==> src/rtl/cbfp_pkg.sv <==
package cbfp_pkg;

  // Replay engine state
  typedef enum logic [0:0] {
    RD_IDLE = 1'b0,
    RD_BUSY = 1'b1
  } rd_state_e;

endpackage

==> src/rtl/cbfp_rst_sync.sv <==
module cbfp_rst_sync (
  input  logic clk,
  input  logic rst_n_in,
  output logic rst_n_out
);

  logic [1:0] sync_q;

  always_ff @(posedge clk or negedge rst_n_in) begin
    if (!rst_n_in) begin
      sync_q <= 2'b00;
    end else begin
      sync_q <= {sync_q[0], 1'b1};
    end
  end

  assign rst_n_out = sync_q[1];

endmodule

==> src/rtl/cbfp_lead_count.sv <==
// Counts sign-bit copies below the MSB.
module cbfp_lead_count #(
  parameter int DW = 16,
  parameter int LW = $clog2(DW)
) (
  input  logic [DW-1:0] val,
  output logic [LW-1:0] cnt
);

  logic [DW-2:0] eq;
  logic [DW-2:0] run;

  genvar gi;
  for (gi = 0; gi < DW-1; gi++) begin : g_eq
    assign eq[gi] = (val[gi] == val[DW-1]);
  end

  always_comb begin
    logic acc;
    acc = 1'b1;
    for (int k = DW-2; k >= 0; k--) begin
      acc    = acc & eq[k];
      run[k] = acc;
    end
  end

  always_comb begin
    cnt = '0;
    for (int k = 0; k < DW-1; k++) begin
      cnt = cnt + LW'(run[k]);
    end
  end

endmodule

==> src/rtl/cbfp_bank_mem.sv <==
module cbfp_bank_mem #(
  parameter int W     = 32,
  parameter int DEPTH = 32,
  parameter int MW    = $clog2(DEPTH)
) (
  input  logic          clk,
  input  logic          we,
  input  logic [MW-1:0] waddr,
  input  logic [W-1:0]  wdata,
  input  logic [MW-1:0] raddr,
  output logic [W-1:0]  rdata
);

  logic [W-1:0] mem_q [DEPTH];

  always_ff @(posedge clk) begin
    if (we) begin
      mem_q[waddr] <= wdata;
    end
  end

  assign rdata = mem_q[raddr];

endmodule

==> src/rtl/cbfp_scan.sv <==
// Collects one block, tracks the minimum sign count and derives the shift.
module cbfp_scan
  import cbfp_pkg::*;
#(
  parameter int DW = 16,
  parameter int EW = 8,
  parameter int N  = 16,
  parameter int LW = $clog2(DW),
  parameter int AW = (N > 1) ? $clog2(N) : 1
) (
  input  logic          clk,
  input  logic          rst_n,
  input  logic          in_valid,
  input  logic          in_first,
  input  logic [DW-1:0] in_re,
  input  logic [DW-1:0] in_im,
  input  logic [EW-1:0] in_exp,
  output logic          wr_en,
  output logic          wr_bank,
  output logic [AW-1:0] wr_idx,
  output logic          done,
  output logic [LW-1:0] done_shift,
  output logic [EW-1:0] done_exp
);

  localparam logic [LW-1:0] CNT_MAX = LW'(DW-1);
  localparam logic [AW-1:0] LAST    = AW'(N-1);
  localparam int            XW      = EW + LW;

  logic [AW-1:0] idx_q, idx_d;
  logic [LW-1:0] min_q, min_d;
  logic          nz_q, nz_d;
  logic [EW-1:0] exp_q, exp_d;
  logic          bank_q, bank_d;

  logic [LW-1:0] cnt_re, cnt_im;
  logic [AW-1:0] eff_idx;
  logic [LW-1:0] eff_min, pair_min, blk_min, cand, applied;
  logic          eff_nz, blk_nz, last;
  logic [EW-1:0] eff_exp, headroom;

  cbfp_lead_count #(.DW(DW), .LW(LW)) u_lc_re (.val(in_re), .cnt(cnt_re));
  cbfp_lead_count #(.DW(DW), .LW(LW)) u_lc_im (.val(in_im), .cnt(cnt_im));

  // Block statistics including the current sample
  always_comb begin
    eff_idx  = in_first ? '0 : idx_q;
    eff_min  = in_first ? CNT_MAX : min_q;
    eff_nz   = in_first ? 1'b0 : nz_q;
    eff_exp  = in_first ? in_exp : exp_q;
    pair_min = (cnt_re < cnt_im) ? cnt_re : cnt_im;
    blk_min  = (pair_min < eff_min) ? pair_min : eff_min;
    blk_nz   = eff_nz | (|in_re) | (|in_im);
    last     = (eff_idx == LAST);
  end

  // Shift selection: zero block, exponent floor
  always_comb begin
    headroom = {~eff_exp[EW-1], eff_exp[EW-2:0]};
    cand     = blk_nz ? blk_min : '0;
    if (XW'(cand) > XW'(headroom)) begin
      applied = LW'(headroom);
    end else begin
      applied = cand;
    end
    done       = in_valid && last;
    done_shift = applied;
    done_exp   = eff_exp - EW'(applied);
  end

  // Next state
  always_comb begin
    idx_d  = idx_q;
    min_d  = min_q;
    nz_d   = nz_q;
    exp_d  = exp_q;
    bank_d = bank_q;
    if (in_valid) begin
      exp_d = eff_exp;
      if (last) begin
        idx_d  = '0;
        min_d  = CNT_MAX;
        nz_d   = 1'b0;
        bank_d = ~bank_q;
      end else begin
        idx_d = eff_idx + AW'(1);
        min_d = blk_min;
        nz_d  = blk_nz;
      end
    end
  end

  // Registers, enabled by in_valid only
  always_ff @(posedge clk or negedge rst_n) begin
    if (!rst_n) begin
      idx_q  <= '0;
      min_q  <= CNT_MAX;
      nz_q   <= 1'b0;
      exp_q  <= '0;
      bank_q <= 1'b0;
    end else if (in_valid) begin
      idx_q  <= idx_d;
      min_q  <= min_d;
      nz_q   <= nz_d;
      exp_q  <= exp_d;
      bank_q <= bank_d;
    end
  end

  assign wr_en   = in_valid;
  assign wr_bank = bank_q;
  assign wr_idx  = eff_idx;

  // The exponent can only go down when a block is normalised
  p_exp_monotone_r4 : assert property (@(posedge clk) disable iff (!rst_n)
    done |-> ($signed(done_exp) <= $signed(eff_exp)));

  // An all-zero block keeps its exponent
  p_zero_keep_r7 : assert property (@(posedge clk) disable iff (!rst_n)
    (done && !blk_nz) |-> (done_exp == eff_exp));

endmodule

==> src/rtl/cbfp_replay.sv <==
// Streams one stored block out, shifted by the common amount.
module cbfp_replay
  import cbfp_pkg::*;
#(
  parameter int DW = 16,
  parameter int EW = 8,
  parameter int N  = 16,
  parameter int LW = $clog2(DW),
  parameter int AW = (N > 1) ? $clog2(N) : 1,
  parameter int MW = $clog2(2*N)
) (
  input  logic            clk,
  input  logic            rst_n,
  input  logic            load,
  input  logic            ld_bank,
  input  logic [LW-1:0]   ld_shift,
  input  logic [EW-1:0]   ld_exp,
  input  logic [2*DW-1:0] rd_data,
  output logic [MW-1:0]   rd_addr,
  output logic            out_valid,
  output logic            out_first,
  output logic [DW-1:0]   out_re,
  output logic [DW-1:0]   out_im,
  output logic [EW-1:0]   out_exp
);

  localparam logic [AW-1:0] LAST = AW'(N-1);

  rd_state_e     state_q, state_d;
  logic [AW-1:0] idx_q, idx_d;
  logic          bank_q, bank_d;
  logic [LW-1:0] shift_q, shift_d;
  logic [EW-1:0] exp_q, exp_d;

  logic          busy;
  logic [DW-1:0] raw_re, raw_im, sh_re, sh_im;

  logic          ov_q, of_q;
  logic [DW-1:0] ore_q, oim_q;
  logic [EW-1:0] oexp_q;

  always_comb begin
    busy    = (state_q == RD_BUSY);
    raw_re  = rd_data[2*DW-1:DW];
    raw_im  = rd_data[DW-1:0];
    sh_re   = raw_re << shift_q;
    sh_im   = raw_im << shift_q;
    rd_addr = bank_q ? (MW'(N) + MW'(idx_q)) : MW'(idx_q);
  end

  // Next state
  always_comb begin
    state_d = state_q;
    idx_d   = idx_q;
    bank_d  = bank_q;
    shift_d = shift_q;
    exp_d   = exp_q;
    if (load) begin
      state_d = RD_BUSY;
      idx_d   = '0;
      bank_d  = ld_bank;
      shift_d = ld_shift;
      exp_d   = ld_exp;
    end else if (busy) begin
      if (idx_q == LAST) begin
        state_d = RD_IDLE;
      end else begin
        idx_d = idx_q + AW'(1);
      end
    end
  end

  always_ff @(posedge clk or negedge rst_n) begin
    if (!rst_n) begin
      state_q <= RD_IDLE;
      idx_q   <= '0;
      bank_q  <= 1'b0;
      shift_q <= '0;
      exp_q   <= '0;
    end else begin
      state_q <= state_d;
      idx_q   <= idx_d;
      bank_q  <= bank_d;
      shift_q <= shift_d;
      exp_q   <= exp_d;
    end
  end

  // Output register stage
  always_ff @(posedge clk or negedge rst_n) begin
    if (!rst_n) begin
      ov_q   <= 1'b0;
      of_q   <= 1'b0;
      ore_q  <= '0;
      oim_q  <= '0;
      oexp_q <= '0;
    end else begin
      ov_q <= busy;
      of_q <= busy && (idx_q == '0);
      if (busy) begin
        ore_q  <= sh_re;
        oim_q  <= sh_im;
        oexp_q <= exp_q;
      end
    end
  end

  assign out_valid = ov_q;
  assign out_first = of_q;
  assign out_re    = ore_q;
  assign out_im    = oim_q;
  assign out_exp   = oexp_q;

  p_no_overflow_r5 : assert property (@(posedge clk) disable iff (!rst_n)
    busy |-> ((sh_re[DW-1] == raw_re[DW-1]) && (sh_im[DW-1] == raw_im[DW-1])));

  p_no_overrun_r9 : assert property (@(posedge clk) disable iff (!rst_n)
    load |-> ((state_q == RD_IDLE) || (idx_q == LAST)));

  p_exp_held_r10 : assert property (@(posedge clk) disable iff (!rst_n)
    (out_valid && !out_first) |-> (out_exp == $past(out_exp)));

  p_first_valid_r8 : assert property (@(posedge clk) disable iff (!rst_n)
    out_first |-> out_valid);

endmodule

==> src/rtl/cbfp_norm.sv <==
module cbfp_norm
  import cbfp_pkg::*;
#(
  parameter int DW = 16,
  parameter int EW = 8,
  parameter int N  = 16
) (
  input  logic          clk,
  input  logic          rst_n,
  input  logic          in_valid,
  input  logic          in_first,
  input  logic [DW-1:0] in_re,
  input  logic [DW-1:0] in_im,
  input  logic [EW-1:0] in_exp,
  output logic          out_valid,
  output logic          out_first,
  output logic [DW-1:0] out_re,
  output logic [DW-1:0] out_im,
  output logic [EW-1:0] out_exp
);

  localparam int LW    = $clog2(DW);
  localparam int AW    = (N > 1) ? $clog2(N) : 1;
  localparam int DEPTH = 2 * N;
  localparam int MW    = $clog2(DEPTH);

  logic          rst_n_s;
  logic          wr_en, wr_bank, done;
  logic [AW-1:0] wr_idx;
  logic [LW-1:0] done_shift;
  logic [EW-1:0] done_exp;
  logic [MW-1:0] waddr, raddr;
  logic [2*DW-1:0] rdata;

  cbfp_rst_sync u_rst (
    .clk       (clk),
    .rst_n_in  (rst_n),
    .rst_n_out (rst_n_s)
  );

  cbfp_scan #(.DW(DW), .EW(EW), .N(N), .LW(LW), .AW(AW)) u_scan (
    .clk        (clk),
    .rst_n      (rst_n_s),
    .in_valid   (in_valid),
    .in_first   (in_first),
    .in_re      (in_re),
    .in_im      (in_im),
    .in_exp     (in_exp),
    .wr_en      (wr_en),
    .wr_bank    (wr_bank),
    .wr_idx     (wr_idx),
    .done       (done),
    .done_shift (done_shift),
    .done_exp   (done_exp)
  );

  assign waddr = wr_bank ? (MW'(N) + MW'(wr_idx)) : MW'(wr_idx);

  cbfp_bank_mem #(.W(2*DW), .DEPTH(DEPTH), .MW(MW)) u_mem (
    .clk   (clk),
    .we    (wr_en),
    .waddr (waddr),
    .wdata ({in_re, in_im}),
    .raddr (raddr),
    .rdata (rdata)
  );

  cbfp_replay #(.DW(DW), .EW(EW), .N(N), .LW(LW), .AW(AW), .MW(MW)) u_replay (
    .clk       (clk),
    .rst_n     (rst_n_s),
    .load      (done),
    .ld_bank   (wr_bank),
    .ld_shift  (done_shift),
    .ld_exp    (done_exp),
    .rd_data   (rdata),
    .rd_addr   (raddr),
    .out_valid (out_valid),
    .out_first (out_first),
    .out_re    (out_re),
    .out_im    (out_im),
    .out_exp   (out_exp)
  );

endmodule

==> config.mk <==
export PLATFORM = sky130hd
export DESIGN_NAME = cbfp_norm
export DESIGN_NICKNAME = d
export VERILOG_FILES = /design/src/rtl/cbfp_pkg.sv /design/src/rtl/cbfp_rst_sync.sv /design/src/rtl/cbfp_lead_count.sv /design/src/rtl/cbfp_bank_mem.sv /design/src/rtl/cbfp_scan.sv /design/src/rtl/cbfp_replay.sv /design/src/rtl/cbfp_norm.sv
export SDC_FILE = /design/constraint.sdc
export NUM_CORES = 1
export LEC_CHECK = 0
export ABC_AREA = 1
export BUFFER_PORTS_ARGS = -buffer_cell sky130_fd_sc_hd__buf_2
export CORE_MARGIN = 2
export CORE_UTILIZATION = 52
export CTS_CLUSTER_DIAMETER = 120
export DETAILED_ROUTE_END_ITERATION = 7
export PLACE_DENSITY = 0.68
export SLEW_MARGIN = 10
export SYNTH_ARGS = -nofsm -noshare
export SYNTH_HDL_FRONTEND = slang
export SYNTH_SLANG_ARGS = --single-unit
==> constraint.sdc <==
create_clock -name clk -period 3.3 [get_ports clk]
set_input_delay 0.33 -clock clk [delete_from_list [all_inputs] [get_ports clk]]
set_output_delay 0.33 -clock clk [all_outputs]
set_load 0.02 [all_outputs]
After elaboration in Yosys (flattened, before gate mapping)
Memories as Yosys holds them, arrays and structs flattened. Index checks and enable logic that the tools add are counted.

Bits in registers: 80. Memory bits (writable): 1024. Bits of input ports: 44. Output and inout bits: 42. Word-level logic and storage cells: 149. Memories kept: 1.

Add/sub/neg operators: 33. Magnitude comparators: 3. Equality and inequality tests: 33. Shift-type cells: 2. Multiplexer cells: 21. Bitwise logic cells: 32. Reductions and logical operators: 8.

Memories: u_mem.mem_q (depth 32, bits a word 32, read ports 1, clocked after Yosys merged registers in 0, write ports 1, RTL line cbfp_bank_mem.sv:14) `logic [W-1:0] mem_q [DEPTH];`.

Operators with widths (number): 4-bit by 1-bit adder with 4-bit output (22); 4-bit two-way mux (11); 16-bit OR reduction (2); 16-bit by 4-bit left shift with 16-bit output (2); 1-bit equality test (30); 1-bit AND (28); 5-bit by 4-bit adder with 5-bit output (first input constant) (2); 5-bit two-way mux (2); 3-bit by 1-bit adder with 4-bit output (2); 4-bit by 1-bit adder with 4-bit output (second input constant) (2); 4-bit equality test (second input constant) (2); 4-bit by 8-bit greater-than comparator with 1-bit output (1); 4-bit less-than comparator (2); 8-bit two-way mux (1); 8-bit by 4-bit subtractor with 8-bit output (1); 1-bit two-way mux (7); 2-bit by 1-bit adder with 3-bit output (2); 1-bit by 1-bit adder with 2-bit output (2); 4-bit logical NOT (1); 2-bit AND reduction (2); 1-bit logical AND (2); 2-bit != test (second input constant) (1); 1-bit inverter (2); 1-bit bitwise OR (2); 2-bit nonzero test (1).

Logic depth before layout (Yosys ltp)
Depth after elaboration: 37. Depth in mapped cells: 61. Gate-level depth less buffers: 60.

Modules after synthesis
A second synthesis with hierarchy kept.

Cells, all modules: 4394. Area total of the unflattened synthesis: 48109.9 µm².

By module, submodules not included: cbfp_bank_mem (instances 1, cells an instance 3504, area an instance 41765.1 µm², sequential area each 30749.5 µm²); cbfp_replay (instances 1, cells an instance 472, area an instance 3333.2 µm², sequential area each 1501.4 µm²); cbfp_scan (instances 1, cells an instance 237, area an instance 1669.1 µm², sequential area each 455.4 µm²); cbfp_lead_count (instances 2, cells an instance 89, area an instance 644.4 µm², sequential area each 0.0 µm²); cbfp_rst_sync (instances 1, cells an instance 3, area an instance 53.8 µm², sequential area each 50.0 µm²).

Least setup slack after synthesis
Ideal clock, no wire load.

Kind: in2reg. Start: input port in_re[15]. End: register u_replay.exp_q[6]. Setup time: 83 ps. Data arrival time: 9153 ps. Data required time: 3217 ps. Slack: -5935 ps. Cell stages on the path: 56. Path buffers: 1. Path through: buf_2 > inv_1 > ha_1 > inv_1 > o21ai_0 > a21oi_1 > nand4_1 > inv_1 > nand2_1 > inv_2 > o21ai_2 > a21oi_2 > nand3_1 > a21oi_1 > fa_1 > fa_1 > inv_1 > fa_1 > [... 20 more ...] > ha_1 > inv_1 > nor2_1 > o211ai_1 > nand2_1 > nand3_1 > inv_1 > nand2_1 > a21boi_0 > ha_1 > inv_1 > fa_1 > a21oi_1 > nor2_1 > nor2_1 > nand3_1 > xnor2_1 > o21ai_0.

Word-level cells in the longest chain between the ends: 37. Elaborated cells on any way between the ends: 54. Classes of those cells: add/sub: 15; order compare: 3; eq/ne: 15; mux: 4; bitwise: 16; reduce/logical: 1.

Ends and longest elaborated chain: from (decl) (RTL line cbfp_norm.sv:12) `input logic [DW-1:0] in_re,`; 1-bit equality test (RTL line cbfp_lead_count.sv:15) `assign eq[gi] = (val[gi] == val[DW-1]);`; 1-bit AND (14 in series) (RTL line cbfp_lead_count.sv:22) `acc = acc & eq[k];`; 1-bit by 1-bit adder with 2-bit output (RTL line cbfp_lead_count.sv:30) `cnt = cnt + LW'(run[k]);`; 2-bit by 1-bit adder with 3-bit output (RTL line cbfp_lead_count.sv:30); 3-bit by 1-bit adder with 4-bit output (RTL line cbfp_lead_count.sv:30); 4-bit by 1-bit adder with 4-bit output (11 in series) (RTL line cbfp_lead_count.sv:30); 4-bit less-than comparator (RTL line cbfp_scan.sv:51) `pair_min = (cnt_re < cnt_im) ? cnt_re : cnt_im;`; 4-bit two-way mux (RTL line cbfp_scan.sv:51); 4-bit less-than comparator (RTL line cbfp_scan.sv:52) `blk_min = (pair_min < eff_min) ? pair_min : eff_min;`; 4-bit two-way mux (RTL line cbfp_scan.sv:52); 4-bit two-way mux (*) (RTL line cbfp_scan.sv:60) `cand = blk_nz ? blk_min : '0;`; 4-bit by 8-bit greater-than comparator with 1-bit output (RTL line cbfp_scan.sv:61) `if (XW'(cand) > XW'(headroom)) begin`; 4-bit two-way mux (*) (RTL line cbfp_scan.sv:61); net done_shift[0] (RTL line cbfp_norm.sv:30) `logic [LW-1:0] done_shift;`; 8-bit by 4-bit subtractor with 8-bit output (*) (RTL line cbfp_scan.sv:68) `done_exp = eff_exp - EW'(applied);`; to (signal assigned) (RTL line cbfp_replay.sv:85) `exp_q <= exp_d;`; to (decl) (RTL line cbfp_replay.sv:33) `logic [EW-1:0] exp_q, exp_d;`.

Mark *: on every way through the listed nets, which the timed path passes. The rest lies on a longest branch. A chain may end at the register's enable or synchronous reset.

Worst setup path in the final report
Start: input port in_im[15]. End: register u_replay.exp_q[6].

Word-level cells in the longest chain between the ends: 37. Elaborated cells on any way between the ends: 53. Classes of those cells: add/sub: 15; order compare: 3; eq/ne: 15; mux: 4; bitwise: 15; reduce/logical: 1.

Ends and longest elaborated chain: from (decl) (RTL line cbfp_norm.sv:13) `input logic [DW-1:0] in_im,`; 1-bit equality test (RTL line cbfp_lead_count.sv:15); 1-bit AND (14 in series) (RTL line cbfp_lead_count.sv:22); 1-bit by 1-bit adder with 2-bit output (RTL line cbfp_lead_count.sv:30); 2-bit by 1-bit adder with 3-bit output (RTL line cbfp_lead_count.sv:30); 3-bit by 1-bit adder with 4-bit output (RTL line cbfp_lead_count.sv:30); 4-bit by 1-bit adder with 4-bit output (11 in series) (RTL line cbfp_lead_count.sv:30); 4-bit less-than comparator (RTL line cbfp_scan.sv:51); 4-bit two-way mux (RTL line cbfp_scan.sv:51); 4-bit less-than comparator (RTL line cbfp_scan.sv:52); 4-bit two-way mux (RTL line cbfp_scan.sv:52); 4-bit two-way mux (*) (RTL line cbfp_scan.sv:60); 4-bit by 8-bit greater-than comparator with 1-bit output (RTL line cbfp_scan.sv:61); 4-bit two-way mux (*) (RTL line cbfp_scan.sv:61); net done_shift[0] (RTL line cbfp_norm.sv:30); 8-bit by 4-bit subtractor with 8-bit output (*) (RTL line cbfp_scan.sv:68).

Marks and branches as above.

==> run metrics <==
proportion of layout cells with a drive suffix above 1=0.152; Period Utilization, post-route=2.49; vias in the first global route=32600; first-pass GRT wire length=213000 µm; RSZ-0062 raised after global routing=yes; Worst Hold Depth=5; Die Ht=306 µm; routed vias/inst=5.90; launching point of the worst reg2reg path=u_scan.nz_q; Critical Path Source Type=input port; Period minus WS final=8.23 ns; Highest Signal Layer=met5; setup ws final=-4.93 ns; xor/xnor share of the synthesized area=0.00166; WHS Endpoint=u_replay.exp_q[4]; drt pass-1 iters=6; area fraction in and, or, nand and nor cells after synthesis=0.240; Site Rows=110; most frequent cells in the layout=nand2_1, edfxtp_1, nand3_1; Compound-Gate Fraction of Synth Area=0.0131; Residual DRC=0; ys flop type=edfxtp_1; Synth Area per Inst=11.0 µm²; Crit Reg-Reg Endpoint=u_replay.exp_q[6]; sequential area share after synthesis=0.691; synth warn=0; Worst Hold Launch=in_exp[4]; PwrDens=811 nW/µm²; Adder-Cell Fraction of Synth Area=0.0154; Buffers on Ports=85; post-synthesis mux area share=0; Data arrival, critical path=8.79 ns; met2 wire length=65700 µm; number of enable flip-flop cells after synthesis=1024; Power, Total=44.9 mW; async set or reset register ratio after synthesis=0.0725; Routed WL=146000 µm; core box area=90100 µm²; largest family of logic cells by synthesized area=simple AND/OR/NAND/NOR gates; Max Clk Rate=121 MHz; Num CTS Buffers=112; max_cap viols=0; Final Max Slew Viols=0; detailed-route via count=34400; root buffer cell=clkbuf_16; Final Skew=0.0332 ns; DP Area=50700 µm²; die area=93600 µm²; FF-to-FF setup slack=-0.91 ns; Critical Path Most Common Cell=nand2_2; Initial Utilization=0.526; maximum VDD drop=0.000699 V; RePlAce Congestion=0.929; placed wire-length estimate=83600 µm; outcome=finished with violations; Setup crit end kind=flop; Longest Clk Path Bufs=3; initial antenna violation count=7; WL met1=56900 µm; ANT nets after route=0; DRT iter0 DRCs=4359; Mapped Cells=4298; Netlist cell types=48; Max FO, Critical Path=10; Die X-Extent=306 µm; CP max-delay cell=fa_1; synthesized net count=4389; total gr overflow=0; Slew @ Worst Pin=1.01 ns; Synth Register Bits=1104; Routed wire per std cell=25.0 µm; failing checks=setup timing; largest net degree at the start of global routing=129; leakage=21.3 nW; CTS sink cnt=1104; Layout area overhead=16.9%; H-tree levels=3; Setup CP Type=input port to flop; cell area after layout=55400 µm²; Slew HR=0.323; FF-to-FF path depth=21; crit-path max cell delay=0.50 ns; clk_lat worst skew=0.72 ns; CTS tree=built; DR WL met3=16600 µm; Post-Syn Area=47400 µm²; Hold WC Path Type=input port to flop; I/O Pins=86; GR Util All Layers=0.310; Worst Path Required=3.86 ns; Fin Hold WS=0.0877 ns; # nets final=4650; setup TNS=-62.90 ns; final setup vio count=16; clock-pin transition on the worst setup and hold timing paths=0.06 ns; most common cell after layout, fill and taps aside=nand2_1; Final Hold Vio Count=0
[sequential cells by signal, indices dropped and copies added, names as in the netlist]
signal,flops
u_replay.bank_q,1
u_rst.sync_q,2
u_scan.min_q,4
u_replay.out_first,1
u_scan.wr_bank,1
u_replay.out_re,16
u_replay.out_valid,1
u_replay.idx_q,4
u_scan.idx_q,4
u_replay.busy,1
u_scan.exp_q,8
u_scan.nz_q,1
u_replay.out_exp,8
u_mem.mem_q,1024
u_replay.shift_q,4
u_replay.exp_q,8
u_replay.out_im,16
[worst max-delay path, delay by kind of cell]
kind	cells	cell delay, ns
fa+ha+maj	12	4.06
simple gates	18	1.65
compound gates	10	1.28
buf+inv	13	1.11
xor+xnor	2	0.31
[where the power goes]
group          switching (mW)  internal, mW
Sequential              0.649          15.7
Clock                    5.37          7.41
Combinational            10.8          4.96
Total                    16.8          28.1
[cell families (layout without fill, tap and decap cells)]
logic type	after synthesis	in the layout
buf+inv	353	710
compound gates	108	108
flops	1104	1104
other cells	1	3
fa+ha+maj	47	47
xor+xnor	9	9
simple gates	2676	2676
[metal layers]
layer | track usage | vias up
li1 | - | 15500
met2 | 0.475 | 1932
met4 | 0.129 | 6
met1 | 0.429 | 16700
met5 | 0 | -
met3 | 0.0743 | 321
[layout make-up]
type / instances / area (µm²)
Fill cell: 7030 / 34700
Sequential cell: 1104 / 32800
Multi-Input combinational cell: 2841 / 13500
Timing Repair Buffer: 403 / 3550
Clock buffer: 152 / 3120
Tap cell: 1176 / 1470
Clock inverter: 58 / 599
Inverter: 97 / 423
Antenna cell: 2 / 5.00
[how the worst max path moves through the flow]
| stage | startpoint | to | depth (start not counted) |
|---|---|---|---|
| 6_report | in_im[15] | u_replay.exp_q[6] | 55 |
| 5_1_grt | in_re[15] | u_replay.exp_q[6] | 55 |
| 4_1_cts | in_im[14] | u_replay.exp_q[6] | 54 |
| 3_5_place_dp | in_im[15] | u_replay.exp_q[6] | 56 |
| 3_3_place_gp | in_im[15] | u_replay.exp_q[6] | 52 |
| 2_1_floorplan | in_im[15] | u_replay.exp_q[6] | 55 |
[cell usage after synthesis (all sizes together), types with 19 or more instances]
library cell / instances / area (µm²)
inv: 96 / 363
clkbuf: 54 / 213
ha: 28 / 350
a21oi: 30 / 165
buf: 202 / 1240
dfrtp: 76 / 1900
edfxtp: 1024 / 30700
fa: 19 / 380
nand2: 1573 / 5910
nand3: 986 / 4930
nor2: 84 / 318
o21ai: 54 / 278
[metrics by stage]
stage          instances  utilization  setup slack [ns]
6_report            5833        0.615             -4.93
5_1_grt             5832        0.615             -5.28
4_1_cts             5824        0.613             -4.82
3_5_place_dp        5559        0.563             -6.14
3_3_place_gp        5559        0.563             -5.98
2_1_floorplan       4298            -             -5.42
[timing repair]
action,CTS,global route
pin swaps,46,18
resized for setup,92,29
endpoints found under the hold margin,34,0
endpoints found under the setup margin,16,16
buffers inserted,44,7
hold buffers,19,0
Power figures use the tool's default switching activity.
